**src/rtl/scl_wave_pkg.sv**
```systemverilog
package scl_wave_pkg;
    localparam int WIDTH_BITS = 8;

    typedef logic [WIDTH_BITS-1:0] width_t;

    typedef enum logic [1:0] {
        PH_IDLE = 2'd0,
        PH_LOW  = 2'd1,
        PH_HIGH = 2'd2
    } phase_e;

    // A zero width behaves as one tick.
    function automatic width_t eff_width(input width_t w);
        return (w == '0) ? width_t'(1) : w;
    endfunction

    // Data-hold delay: a quarter of the low width, at least one tick.
    function automatic width_t hold_ticks(input width_t w);
        width_t q;
        q = w >> 2;
        return (q == '0) ? width_t'(1) : q;
    endfunction
endpackage

```
**src/rtl/scl_width_regs.sv**
```systemverilog
module scl_width_regs
    import scl_wave_pkg::*;
(
    input  logic   clk,
    input  logic   rst_n,
    input  logic   wr_en,
    input  logic   wr_sel,
    input  width_t wr_data,
    input  logic   lock,
    output width_t low_w,
    output width_t high_w
);
    always_ff @(posedge clk or negedge rst_n) begin
        if (!rst_n) begin
            low_w  <= '1;
            high_w <= '1;
        end else if (wr_en && !lock) begin
            if (wr_sel) high_w <= wr_data;
            else        low_w  <= wr_data;
        end
    end

    // no width changes while the interface is enabled
    assert_write_lock_R4: assert property (@(posedge clk) disable iff (!rst_n)
        lock |=> ($stable(low_w) && $stable(high_w)));
endmodule

```
**src/rtl/scl_tick_div.sv**
```systemverilog
module scl_tick_div #(
    parameter int DIV = 4
) (
    input  logic clk,
    input  logic rst_n,
    input  logic run,
    output logic tick
);
    generate
        if (DIV <= 1) begin : g_nodiv
            assign tick = run;
        end else begin : g_div
            localparam int CW = $clog2(DIV);
            localparam logic [CW-1:0] LAST = CW'(DIV - 1);
            logic [CW-1:0] cnt;

            always_ff @(posedge clk or negedge rst_n) begin
                if (!rst_n)           cnt <= '0;
                else if (!run)        cnt <= '0;
                else if (cnt == LAST) cnt <= '0;
                else                  cnt <= cnt + 1'b1;
            end

            assign tick = run && (cnt == LAST);

            // ticks are separated by at least one idle cycle
            assert_tick_spacing_R1: assert property (@(posedge clk) disable iff (!rst_n)
                tick |=> !tick);
        end
    endgenerate
endmodule

```
**src/rtl/scl_wavegen.sv**
```systemverilog
module scl_wavegen
    import scl_wave_pkg::*;
#(
    parameter int TICK_DIV = 4
) (
    input  logic       clk,
    input  logic       rst_n,
    input  logic       cfg_we,
    input  logic       cfg_sel,
    input  logic [7:0] cfg_wdata,
    input  logic       if_enable,
    input  logic       run_req,
    input  logic       tx_bit,
    output logic       scl_pull_low,
    output logic       sda_pull_low,
    output logic       hold_done
);
    phase_e state, state_nx;
    width_t low_w, high_w;
    width_t ph_cnt, ph_lim, hold_lim, cnt_nx;
    logic   active, tick, phase_end;

    assign active = if_enable && run_req;
    assign cnt_nx = ph_cnt + width_t'(1);

    scl_width_regs u_regs (
        .clk     (clk),
        .rst_n   (rst_n),
        .wr_en   (cfg_we),
        .wr_sel  (cfg_sel),
        .wr_data (cfg_wdata),
        .lock    (if_enable),
        .low_w   (low_w),
        .high_w  (high_w)
    );

    scl_tick_div #(.DIV(TICK_DIV)) u_div (
        .clk   (clk),
        .rst_n (rst_n),
        .run   (state != PH_IDLE),
        .tick  (tick)
    );

    assign phase_end = (state != PH_IDLE) && tick && (cnt_nx == ph_lim);

    // next-state logic
    always_comb begin
        state_nx = state;
        unique case (state)
            PH_IDLE: if (active)     state_nx = PH_LOW;
            PH_LOW:  if (!active)    state_nx = PH_IDLE;
                     else if (phase_end) state_nx = PH_HIGH;
            PH_HIGH: if (!active)    state_nx = PH_IDLE;
                     else if (phase_end) state_nx = PH_LOW;
            default:                 state_nx = PH_IDLE;
        endcase
    end

    // state register
    always_ff @(posedge clk or negedge rst_n) begin
        if (!rst_n) state <= PH_IDLE;
        else        state <= state_nx;
    end

    // phase counter and widths latched at each phase start
    always_ff @(posedge clk or negedge rst_n) begin
        if (!rst_n) begin
            ph_cnt   <= '0;
            ph_lim   <= width_t'(1);
            hold_lim <= width_t'(1);
        end else if (state_nx == PH_IDLE) begin
            ph_cnt <= '0;
        end else if (state == PH_IDLE) begin
            ph_cnt   <= '0;
            ph_lim   <= eff_width(low_w);
            hold_lim <= hold_ticks(low_w);
        end else if (phase_end) begin
            ph_cnt <= '0;
            if (state == PH_LOW) begin
                ph_lim <= eff_width(high_w);
            end else begin
                ph_lim   <= eff_width(low_w);
                hold_lim <= hold_ticks(low_w);
            end
        end else if (tick) begin
            ph_cnt <= cnt_nx;
        end
    end

    // outputs
    always_comb begin
        scl_pull_low = (state == PH_LOW);
        hold_done    = (state == PH_LOW) && tick && (cnt_nx == hold_lim);
    end

    always_ff @(posedge clk or negedge rst_n) begin
        if (!rst_n)         sda_pull_low <= 1'b0;
        else if (!active)   sda_pull_low <= 1'b0;
        else if (hold_done) sda_pull_low <= ~tx_bit;
    end

    // both lines released one edge after a stop
    assert_release_R7: assert property (@(posedge clk) disable iff (!rst_n)
        !active |=> (!scl_pull_low && !sda_pull_low));

    // the phase counter never reaches its limit
    assert_cnt_bound_R1: assert property (@(posedge clk) disable iff (!rst_n)
        (state != PH_IDLE) |-> (ph_cnt < ph_lim));

    // the hold point lies inside the latched low phase
    assert_hold_within_R5: assert property (@(posedge clk) disable iff (!rst_n)
        hold_done |-> (hold_lim <= ph_lim));

    // the data drive moves only after a hold strobe
    assert_sda_stable_R6: assert property (@(posedge clk) disable iff (!rst_n)
        (active && !hold_done) |=> $stable(sda_pull_low));
endmodule

```
**config.mk**
```make
export PLATFORM = sky130hd
export DESIGN_NAME = scl_wavegen
export DESIGN_NICKNAME = d
export VERILOG_FILES = /design/src/rtl/scl_wave_pkg.sv /design/src/rtl/scl_width_regs.sv /design/src/rtl/scl_tick_div.sv /design/src/rtl/scl_wavegen.sv
export SDC_FILE = /design/constraint.sdc
export NUM_CORES = 1
export LEC_CHECK = 0
export BUFFER_PORTS_ARGS = -buffer_cell sky130_fd_sc_hd__clkbuf_2
export CORE_MARGIN = 4
export CORE_UTILIZATION = 64
export CTS_CLUSTER_SIZE = 28
export DETAILED_ROUTE_END_ITERATION = 8
export GPL_TIMING_DRIVEN = 0
export PLACE_DENSITY_LB_ADDON = 0.12
export SKIP_LAST_GASP = 1
export SYNTH_ARGS = -nofsm -noshare
export SYNTH_HDL_FRONTEND = slang
export SYNTH_HIERARCHICAL = 1
export SYNTH_SLANG_ARGS = --single-unit
```
**constraint.sdc**
```tcl
create_clock -name clk -period 4.45 [get_ports clk]
set_input_delay 0.2225 -clock clk [delete_from_list [all_inputs] [get_ports clk]]
set_output_delay 0.2225 -clock clk [all_outputs]
set_load 0.01 [all_outputs]
```
Word level (Yosys, flattened, before mapping)
Index checks and enable logic that the tools add are counted.
{ "op_classes": {"add_sub_neg": 2, "n_eq_ne": 7, "n_mux": 23, "bitwise": 3, "reduce_logical": 20} }
{ "ops": {"columns": ["operator", "count"], "rows": [
  ["two-way mux 8 bit", 12],
  ["zero test 8 bit", 3],
  ["== test 8 bit", 2],
  ["two-way mux 2 bit", 7],
  ["adder 8 x 1 -> 8 bit, second input constant", 1],
  ["logical AND 1 bit", 7],
  ["two-way mux 6 bit", 1],
  ["case mux 2 bit (3 select lines)", 1],
  ["AND reduction 2 bit", 3],
  ["== test 2 bit, second input constant", 2],
  ["zero test 2 bit", 2],
  ["nonzero test 2 bit", 2],
  ["nonzero test 4 bit", 1],
  ["inverter 1 bit", 3],
  ["AND reduction 3 bit", 1],
  ["adder 2 x 1 -> 2 bit, second input constant", 1],
  ["== test 2 x 1 -> 1 bit, second input constant", 1],
  ["two-way mux 1 bit", 2],
  ["inequality test 2 x 1 -> 1 bit, second input constant", 1],
  ["inequality test 2 bit, second input constant", 1],
  ["zero test 1 bit", 1]
]} }
{ "totals": {"regBits": 45, "inputBits": 15, "output_inout_bits": 3} }

Logic depth before layout (Yosys ltp)
{ "depth": {"ltp_word": 10, "depth_mapped": 8, "ltp_nobuf": 7} }

Cells and area by module
Netlist, hierarchy kept.
{ "by_module_without_submodules": {"columns": ["mod", "instances", "cells_each", "area_per_inst_um2", "seq_area_each_um2"], "rows": [
  ["scl_wavegen", 1, 160, 1691.6, 628.1],
  ["scl_width_regs", 1, 34, 630.6, 420.4],
  ["scl_tick_div", 1, 6, 88.8, 50.0]
]} }

Worst setup path before layout
No wires, ideal clock.
{ "synth_timing": {"path_kind": "register to register", "from": "register ph_cnt[1]", "to": "register ph_lim[1]", "setup_ns": 0.126, "arrival_time_ns": 2.227, "required_time_ns": 4.324, "setup_slack_ns": 2.097, "stages_incl_launch_ff": 8, "n_path_buf": 0, "synth_period_minus_slack_ns": 2.353, "path_cell_list": "dfrtp_1 -> ha_1 -> xnor2_1 -> nand4_1 -> nor4b_4 -> a41oi_4 -> o21bai_4 -> a221o_1"} }
{ "synth_via": {"elab_chain_len": 9, "word_cells_on_any_way": 12, "cone_classes": "add/sub (1); eq/ne (1); mux (5); bitwise (1); reduce/logical (4)"} }
{ "synth_rtl": {"columns": ["element", "line_no", "text"], "rows": [
  ["start, declared", "scl_wavegen.sv:20", "width_t ph_cnt, ph_lim, hold_lim, cnt_nx;"],
  ["start signal, assigned", "scl_wavegen.sv:86", "ph_cnt <= cnt_nx;"],
  ["adder 8 x 1 -> 8 bit (*)", "scl_wavegen.sv:24", "assign cnt_nx = ph_cnt + width_t'(1);"],
  ["== test 8 bit (*)", "scl_wavegen.sv:44", "assign phase_end = (state != PH_IDLE) && tick && (cnt_nx == ph_lim);"],
  ["logical AND 1 bit (*)", "scl_wavegen.sv:44", null],
  ["two-way mux 2 bit, on equally long branches", "scl_wavegen.sv:54, scl_wavegen.sv:52", null],
  ["two-way mux 2 bit, on equally long branches", "scl_wavegen.sv:53, scl_wavegen.sv:51", null],
  ["case mux 2 bit (3 select lines)", "scl_wavegen.sv:49", "unique case (state)"],
  ["zero test 2 bit", "scl_wavegen.sv:71", "end else if (state_nx == PH_IDLE) begin"],
  ["inverter 1 bit (no source line)", null, null],
  ["AND reduction 2 bit (no source line) (*)", null, null],
  ["end signal, assigned", "scl_wavegen.sv:69", "ph_lim <= width_t'(1);"],
  ["end signal, assigned", "scl_wavegen.sv:75", "ph_lim <= eff_width(low_w);"],
  ["end signal, assigned", "scl_wavegen.sv:80", "ph_lim <= eff_width(high_w);"],
  ["end, declared", "scl_wavegen.sv:20", null]
]} }
Every way passes the cells marked *; elsewhere a longest branch is shown, timed or not.
A chain may end at the register's enable or synchronous reset.

Final worst setup path
{ "layout_timing": {"from": "register ph_cnt[1]", "to": "register ph_lim[4]"} }
The elaborated chain is that of the path after synthesis.

==> reports/qor.yml <==
synthesis:
  synth-seq-area-share: 0.456
  synth_edf_count: 0
  yosysWarnings: 6
  ys.flop_type: "dfrtp_1"
  synthDistinctLibCells: 51
  synthArstFlopShare: 1.00
  syn_inst: 200
  synth_area_per_cell_um2: 12.1
  syn_nets: 217
  synth_area_um2: 2410
  ys_ff_latch: 43
worst_setup_path:
  arrival_ns: 2.89
  endpoint_kind: "register"
  crit_start: "ph_cnt[1]"
  worstPathRequired_ns: 4.63
  r2r-start: "ph_cnt[1]"
  critical_path_class: "register to register"
  setup.worst_path.start_class: "register"
  critPathMaxFanout: 10
cts:
  h-tree-depth: 2
  clkTransAtPathRegs_ns: 0.08
  cts_root_buf: "clkbuf_8"
  clock-sinks: 43
  cts_hold_buffers: 0
  cts_tree: "yes"
  post_cts_resized: 0
  insertion_delay_ns: 0.29
  cts_buffer_depth: 2
  cts_buffers: 5
  cts_setup_buffers: 0
power_and_ir_drop:
  power_density_nw_per_um2: 374
  swShare: 0.265
  p_switching_uw: 264
  ir_worst_vdd_mv: 0.318
  p_int_uw: 732
  p_comb_frac: 0.182
  clkPwrFrac: 0.280
  cellLeakagePower_uw: 0.00110
  pwr-share-seq: 0.538
sta:
  worst_slack_ns: 1.74
  worst_slew_pin_slew_ns: 1.01
  clock_skew_ns: 0.00419
  finalCritPeriodShare: 0.609
  fmax_ghz: 0.369
  setup_tns_ns: 0
  setup_viol: 0
  hold_violations: 0
  slew_headroom: 0.325
  min_period_ns: 2.71
  slew_viol_final: 0
  rsz0062_at_grt: "no"
detailed_routing:
  drt-pass1-iter-count: 4
  ant_nets: 0
  drtIter0Drc: 195
  routed_wl_um: 4770
  drt_drc_violations_left: 0
  routedWlPerCell_um: 17.5
  vias: 1669
  routed_via_density: 6.11
die:
  die_h_um: 69.4
  core_area_um2: 3660
  io_pins: 18
  start_util: 0.659
  fp.dieW_um: 69.4
  die_area_um2: 4810
  fp-row-count: 22
status:
  outcome: "complete, no violations"
placed_design:
  port_buffers: 17
  dp_hpwl_um: 3580
  gp_congestion: 0.797
  pre_cts_ws_ns: 1.79
finish:
  final_common_cell: "dfrtp_1"
  nFillCells: 274
  regArea_um2: 1100
  drive_gt1_frac: 0.373
  syn_to_final_growth_pct: 10.3
  final_cell_mix: "dfrtp_1, mux2_2, dfstp_2, clkbuf_2"
  fin_nets: 241
  multiInputGateArea_um2: 1250
  n_antenna_cell: 0
run:
  drv_cap: 0
grt:
  grt_overflow: 0
  grt_pass1_vias: 1737
  grt_use_total: 0.220
  antenna_found_initial: 0
  grt_max_degree: 44
  grt_first_pass_wirelength_um: 8510
min_path:
  hp-class: "primary input to asynchronous set/reset pin"
[worst max-delay path: stages (launching register included)]
cell and delay (ns):
dfrtp_1 0.45, ha_1 0.37, xnor2_1 0.18, nand4_1 0.18
nor4b_4 0.42, a41oi_4 0.30, o21bai_4 0.31, a221o_1 0.38
[synthesized netlist by cell type (3+ instances only)]
| master | n | area share |
|---|---|---|
| dfrtp_1 | 25 | 0.26 |
| mux2_2 | 22 | 0.10 |
| dfstp_2 | 18 | 0.20 |
| nand2_1 | 10 | 0.016 |
| nor2_1 | 10 | 0.016 |
| a221o_1 | 7 | 0.029 |
| nand3_1 | 7 | 0.015 |
| nor3b_1 | 7 | 0.022 |
| inv_1 | 6 | 0.0093 |
| xnor2_1 | 6 | 0.022 |
| xor2_1 | 6 | 0.022 |
| nand2b_1 | 5 | 0.013 |
| o21ai_0 | 5 | 0.010 |
| nand4_1 | 4 | 0.010 |
| nor3_1 | 4 | 0.0083 |
| a21oi_1 | 3 | 0.0062 |
| a22oi_1 | 3 | 0.0093 |
| and2_1 | 3 | 0.0078 |
| nor2b_1 | 3 | 0.0078 |
| or2_2 | 3 | 0.0078 |
[cells by family after synthesis]
group | after synthesis | share of synthesized area
adders and majority gates | 2 | 0.0104
DFF | 43 | 0.456
AOI/OAI and AO/OA | 31 | 0.113
and+or+nand+nor | 72 | 0.203
muxes | 24 | 0.112
xor gates and xnor gates | 16 | 0.0789
buffers and inverters | 12 | 0.0275
[through the flow]
stage               area [um2]  utilization  instances  total power (uW)  hold slack (ns)
floorplan                 2410            -        200               667          -0.0731
global placement          2560        0.698        265               709            0.409
detailed placement        2560        0.698        265               722            0.434
CTS                       2660        0.727        273              1000            0.120
global route              2660        0.727        273              1050            0.161
finish                    2660        0.727        273               995           0.0872
[worst paths after layout]
path                                      endpoint  depth (start not counted)  slack (ns)
worst max-delay path                     ph_lim[4]                          7        1.74
worst min-delay path            u_div/g_div.cnt[1]                          1        0.09
worst max register to register           ph_lim[4]                          7        1.74
worst min register to register  u_div/g_div.cnt[0]                          1        0.47
max in group asynchronous                ph_lim[3]                          1        3.74
min in group clk                  u_regs/high_w[7]                          2        0.17
[final cells by class]
| class | count | area share |
|---|---|---|
| timing repair buffer | 17 | 0.0320 |
| buffer | 6 | 0.0165 |
| clock inverter | 1 | 0.00235 |
| multi-input combinational | 145 | 0.468 |
| sequential | 43 | 0.413 |
| inverter | 6 | 0.00847 |
| tap | 48 | 0.0226 |
| clock buffer | 7 | 0.0367 |
[layer usage]
metal	share of wire	global-route usage
met4	0.020	0.0672
met5	0	0
met3	0.034	0.0493
met2	0.52	0.380
met1	0.43	0.275
[flip-flops by register name (all words and copies together) (netlist names)]
name	cells
sda_pull_low	1
u_regs/low_w	8
u_regs/high_w	8
ph_cnt	8
hold_lim	6
ph_lim	8
state	2
u_div/g_div.cnt	2
[power groups by stage]
stage	clock [uW]	combinational, uW	sequential [uW]
2_1_floorplan	0	146	521
6_report	278	181	536
3_3_place_gp	0	171	538
4_1_cts	283	183	535
3_5_place_dp	0	181	541
5_1_grt	304	196	546
Note: power is estimated with default switching activity, not from simulation.
